[config.mk]
export PLATFORM = sky130hd
export DESIGN_NAME = cmp_bitbranch
export DESIGN_NICKNAME = d
export VERILOG_FILES = /design/src/rtl/cmp_bitbranch.sv
export SDC_FILE = /design/constraint.sdc
export NUM_CORES = 1
export LEC_CHECK = 0
export ABC_AREA = 1
export BUFFER_PORTS_ARGS = -buffer_cell sky130_fd_sc_hd__clkbuf_2
export CAP_MARGIN = 20
export CORE_ASPECT_RATIO = 1.75
export CORE_MARGIN = 3
export CORE_UTILIZATION = 50
export CTS_CLUSTER_DIAMETER = 200
export DETAILED_ROUTE_END_ITERATION = 10
export MAX_ROUTING_LAYER = met4
export PLACE_DENSITY = 0.9
export SYNTH_ARGS = -nofsm -noshare
export SYNTH_HDL_FRONTEND = slang
export SYNTH_SLANG_ARGS = --single-unit
[constraint.sdc]
create_clock -name clk -period 1.9 [get_ports clk]
set_clock_uncertainty 0.15 [all_clocks]
set_input_delay 0.095 -clock clk [delete_from_list [all_inputs] [get_ports clk]]
set_output_delay 0.095 -clock clk [all_outputs]
set_load 0.05 [all_outputs]
[src/rtl/cmp_bitbranch.sv]
module cmp_bitbranch #(
  parameter int W    = 32,
  parameter int AW   = 32,
  parameter int ILEN = 4
) (
  input  logic                 clk,
  input  logic                 rst_n,
  input  logic                 cmp_go,
  input  logic [W-1:0]         cmp_a,
  input  logic [W-1:0]         cmp_b,
  output logic [W-1:0]         cmp_word,
  output logic                 cmp_ready,
  input  logic                 br_go,
  input  logic [W-1:0]         br_src,
  input  logic [$clog2(W)-1:0] br_idx,
  input  logic                 br_when_set,
  input  logic [AW-1:0]        br_pc,
  input  logic [AW-1:0]        br_target,
  output logic                 br_valid,
  output logic                 br_taken,
  output logic [AW-1:0]        next_pc
);
  localparam int NREL = 10;

  logic          eq, slt, ult;
  logic [W-1:0]  rel;
  logic          hit;
  logic [AW-1:0] fall_pc, jump_pc;

  assign eq  = (cmp_a == cmp_b);
  assign slt = ($signed(cmp_a) < $signed(cmp_b));
  assign ult = (cmp_a < cmp_b);

  always_comb begin
    rel    = '0;
    rel[0] = eq;
    rel[1] = !eq;
    rel[2] = slt;
    rel[3] = slt || eq;
    rel[4] = !slt && !eq;
    rel[5] = !slt;
    rel[6] = ult;
    rel[7] = ult || eq;
    rel[8] = !ult && !eq;
    rel[9] = !ult;
  end

  assign hit     = (br_src[br_idx] == br_when_set);
  assign fall_pc = br_pc + AW'(ILEN);
  assign jump_pc = {br_target[AW-1:2], 2'b00};

  always_ff @(posedge clk or negedge rst_n) begin
    if (!rst_n) begin
      cmp_word  <= '0;
      cmp_ready <= 1'b0;
    end else begin
      cmp_ready <= cmp_go;
      if (cmp_go) cmp_word <= rel;
    end
  end

  always_ff @(posedge clk or negedge rst_n) begin
    if (!rst_n) begin
      br_valid <= 1'b0;
      br_taken <= 1'b0;
      next_pc  <= '0;
    end else begin
      br_valid <= br_go;
      if (br_go) begin
        br_taken <= hit;
        next_pc  <= hit ? jump_pc : fall_pc;
      end
    end
  end

  if (W < NREL) begin : g_width_check
    initial $error("cmp_bitbranch: W must be at least %0d", NREL);
  end
endmodule

After elaboration in Yosys (flattened, before gate mapping) --
Index checks and enable logic that the tools add are counted.
Word-level totals: flip-flop bits (word level) 45, bits of input ports 170, output and inout bits 67, word-level logic and storage cells 21
Cells by class: add/subtract/negate cells 1, magnitude comparators 3, eq/ne operators 2, muxes and demuxes 3, reductions and logical operators 7
Operators by type and width (number):
- $lt 32x32->1 | 2
- $add 32x3->32 const B | 1
- $eq 32x32->1 | 1
- $mux 32 | 1
- $lt 5x6->1 const B | 1
- $bmux 1 s5 | 1
- $logic_not 1->1 | 3
- $logic_and 1x1->1 | 2
- $logic_or 1x1->1 | 2
- $eq 1x1->1 | 1
- $mux 1 | 1

Longest topological paths before layout --
depth after elaboration 4, gate-level depth with buffers 16, depth with buffers taken out 16

Worst setup path after synthesis --
No wires, ideal clock.
kind in2reg, start input port cmp_b[31], end register cmp_word[3], setup time 0.130 ns, data arrival time 1.328 ns, data required time 1.620 ns, slack 0.292 ns, stages on the path 11, buffers on the path 0, path through inv_1 > ha_1 > nand2_1 > nor2_1 > nand2_1 > nor4_1 > nand2_1 > nand2_1 > nand2_1 > nand3_1 > nand3_1
Between the ends: longest elaborated chain between the ends 2, elaborated cells on any way between the ends 3, classes of those cells order compare (1); eq/ne (1); reduce/logical (1)
Ends and longest elaborated chain:
- start: declaration | line 10 | input logic [W-1:0] cmp_b,
- $lt 32x32->1 / $eq 32x32->1 (equally long branches) | line 31, 30
- $logic_or 1x1->1 * | line 39 | rel[3] = slt || eq;
- end signal: assignment | line 58 | if (cmp_go) cmp_word <= rel;
- end: declaration | line 11 | output logic [W-1:0] cmp_word,
Mark *: on every way between the ends. The rest lies on a longest branch, timed or not. A chain may end at the register's enable or synchronous reset.

Final worst setup path --
start input port br_idx[0], end register next_pc[0]
Between the ends: longest elaborated chain between the ends 4
Ends and longest elaborated chain:
- start: declaration | line 15 | input logic [$clog2(W)-1:0] br_idx,
- $bmux 1 s5 | line 48 | assign hit = (br_src[br_idx] == br_when_set);
- $mux 1 (implied by the code) | line 48
- $eq 1x1->1 | line 48
- $mux 32 | line 71 | next_pc <= hit ? jump_pc : fall_pc;
- end signal: assignment | line 71
- end: declaration | line 21 | output logic [AW-1:0] next_pc
No other way between the ends. The select of a mux whose other input is x is not followed.

==> impl_metrics.tcl <==
set metrics [dict create \
    synth_cells 657 \
    synth_cell_types 28 \
    synth.avg_cell_area_um2 6.59 \
    min_path_type "in2reg" \
    run_status "finished, final reports clean" \
    areaGrowthSynthToFinish_pct 35.5 \
    start_util 0.518 \
    wire_per_inst_um 13.9 \
    io_pins 237 \
    worstPathArrival_ns 1.70 \
    power_density_nw_per_um2 629 \
    hpwl_um 11200 \
    met1_usage 0.275 \
    maxSlewViolCount 0 \
    ys_warn_count 0 \
    path_class "in2reg" \
    htree_levels 2 \
    die_h_um 129 \
    vias 5164 \
    use_met3 0.0403 \
    grt_pass1_wl_um 22200 \
    tightest_slew_ns 0.581 \
    rows 44 \
    yosysSeqAreaShare 0.260 \
    start_kind "input port" \
    placed_cell_area_um2 5460 \
    design.core.area_um2 8370 \
    root_buffer "clkbuf_16" \
    cts_tree "done" \
    fin_crit_ns 1.63 \
    port_buffers 212 \
    grt_max_degree 46 \
    drcViolationCount 0 \
    rsz0062_at_grt "false" \
    final_net_count 1095 \
    wirelength_um 14000 \
    via_per_inst 5.12 \
    fillers 715 \
    finalCritPeriodShare 0.858 \
    peakVddDrop_v 0.000366 \
    drv_cap 0 \
    mostFrequentLayoutCells "212 x clkbuf_2, 190 x nand2_1, 109 x nand3_1, 80 x inv_1, 45 x dfrtp_1" \
    antenna_cells 0 \
    grt_use_met2 0.545 \
    multi_input_area_um2 2670 \
    leakagePower_nw 3.44 \
    synth_seq_cells 45 \
    seqCellArea_um2 1130 \
    grt_pass1_vias 4972 \
    synth_area_um2 4330 \
    worstPathRequired_ns 1.97 \
    hold_ws_ns 0.0140 \
    timing.fmax_ghz 0.614 \
    gp_congestion 1.11 \
    gr-max-usage-layer "met2" \
    antenna_found_initial 0 \
    path_max_fanout 15 \
    gr-usage-all-layers 0.285 \
    dpl.cell_count 974 \
    numCtsBuffers 5 \
    endpoint_kind "register" \
    total_power_mw 3.69 \
    post_cts.repair.setup_buffers 0 \
    clkLatencyLatePin_ns 0.28 \
    gr-total-overflow 0 \
    detail-route-antenna-nets 0 \
    layout_commonest_cell "clkbuf_2" \
    final_cell_area_um2 5870 \
    dpl_worst_slack_ns -0.0222 \
    cts_sinks 45 \
    dieWidth_um 76.4 \
    slew_headroom 0.612 \
    first_pass_iters 7 \
    die_area_um2 9860 \
    setup_slack_ns 0.271 \
    instances_no_fill 1008 \
    drt_first_iter_violations 219 \
    clockBufferDepth 2 \
    finalSetupViolations 0 \
    clkSlewWorstSetupHoldPaths_ns 0.07 \
    drive_gt1_frac 0.271 \
    hold_viol_final 0 \
]
flip-flops by register name (all words and copies together), names as in the netlist:
name and cells:
next_pc 32, cmp_word 10, br_taken 1, br_valid 1, cmp_ready 1
critical path: stages:
cell and delay [ns]:
clkbuf_2 0.15, buf_12 0.17, nand2_1 0.05, nand3_1 0.07, nand3_1 0.10, nand2_1 0.06, nand2_1 0.07, nand3_2 0.11
nand2_2 0.10, nand2_2 0.19, a21oi_1 0.33, nand2_1 0.12, nand2_1 0.10
metal layers:
layer,wire [um],vias up
met1,4780,2241
met4,763,0
li1,-,2545
met2,7320,316
met3,1150,62
met5,0,-
path summary, 6_finish.rpt:
kind	from	end	slack, ns	depth (start not counted)
max	br_idx[0]	next_pc[0]	0.27	13
min	br_target[31]	next_pc[31]	0.01	5
max reg2reg	cmp_word[8]	cmp_word[8]	1.09	1
min reg2reg	cmp_word[5]	cmp_word[5]	0.32	1
max in group asynchronous	rst_n	next_pc[29]	0.91	3
min in group asynchronous	rst_n	br_valid	0.29	3
area by class of cell:
cell class                 count  area share
inverter                      82      0.0529
tap                          115      0.0245
timing repair buffer         253       0.251
clock buffer                   5      0.0213
sequential                    45       0.192
clock inverter                 3     0.00384
multi-input combinational    505       0.455
kinds of logic (layout without fill, tap and decap cells):
kind of cell / Yosys count / count (layout) / share of synthesized area
simple gates: 400 / 400 / 0.420
buf+inv: 128 / 343 / 0.142
flops: 45 / 45 / 0.260
fa+ha+maj: 33 / 33 / 0.0953
compound gates: 26 / 26 / 0.0335
xor+xnor: 24 / 24 / 0.0485
other cells: 1 / 22 / 0.000865
cell usage after synthesis:
cell,number,share of area
inv_1,80,0.069
nand4_1,10,0.014
buf_6,4,0.010
nand3_1,109,0.13
nand3_2,3,0.0069
o21bai_1,2,0.0035
inv_2,1,0.00087
conb_1,1,0.00087
nor3b_1,2,0.0035
nor3_1,12,0.014
xnor2_1,8,0.016
and3_1,1,0.0014
ha_1,33,0.095
xor2_1,16,0.032
nand3b_1,28,0.049
nand2_1,190,0.16
nor4_1,1,0.0014
o21ai_0,4,0.0046
dfrtp_1,45,0.26
buf_2,10,0.012
nand2_2,2,0.0029
clkbuf_1,5,0.0043
buf_4,24,0.042
a21oi_1,16,0.018
o21a_1,4,0.0069
inv_4,1,0.0014
buf_1,3,0.0026
nor2_1,42,0.036
power by group:
group	internal (mW)	switching, mW	leakage, nW
combinational	0.516	1.15	2.82
clock	0.489	0.367	0.0738
sequential	1.09	0.0784	0.540
total	2.09	1.60	3.44
through the flow:
stage / setup TNS, ns / utilization
finish: 0 / 0.701
global route: 0 / 0.701
CTS: 0 / 0.701
detailed placement: -0.0273 / 0.653
global placement: 0 / 0.653
floorplan: 0 / -
what timing repair did:
action                                 in CTS  in global routing
hold buffers                               26                  0
resized for setup                           0                  0
endpoints found under the hold margin      71                  0
No activity file was read; power rests on OpenSTA's default activity.
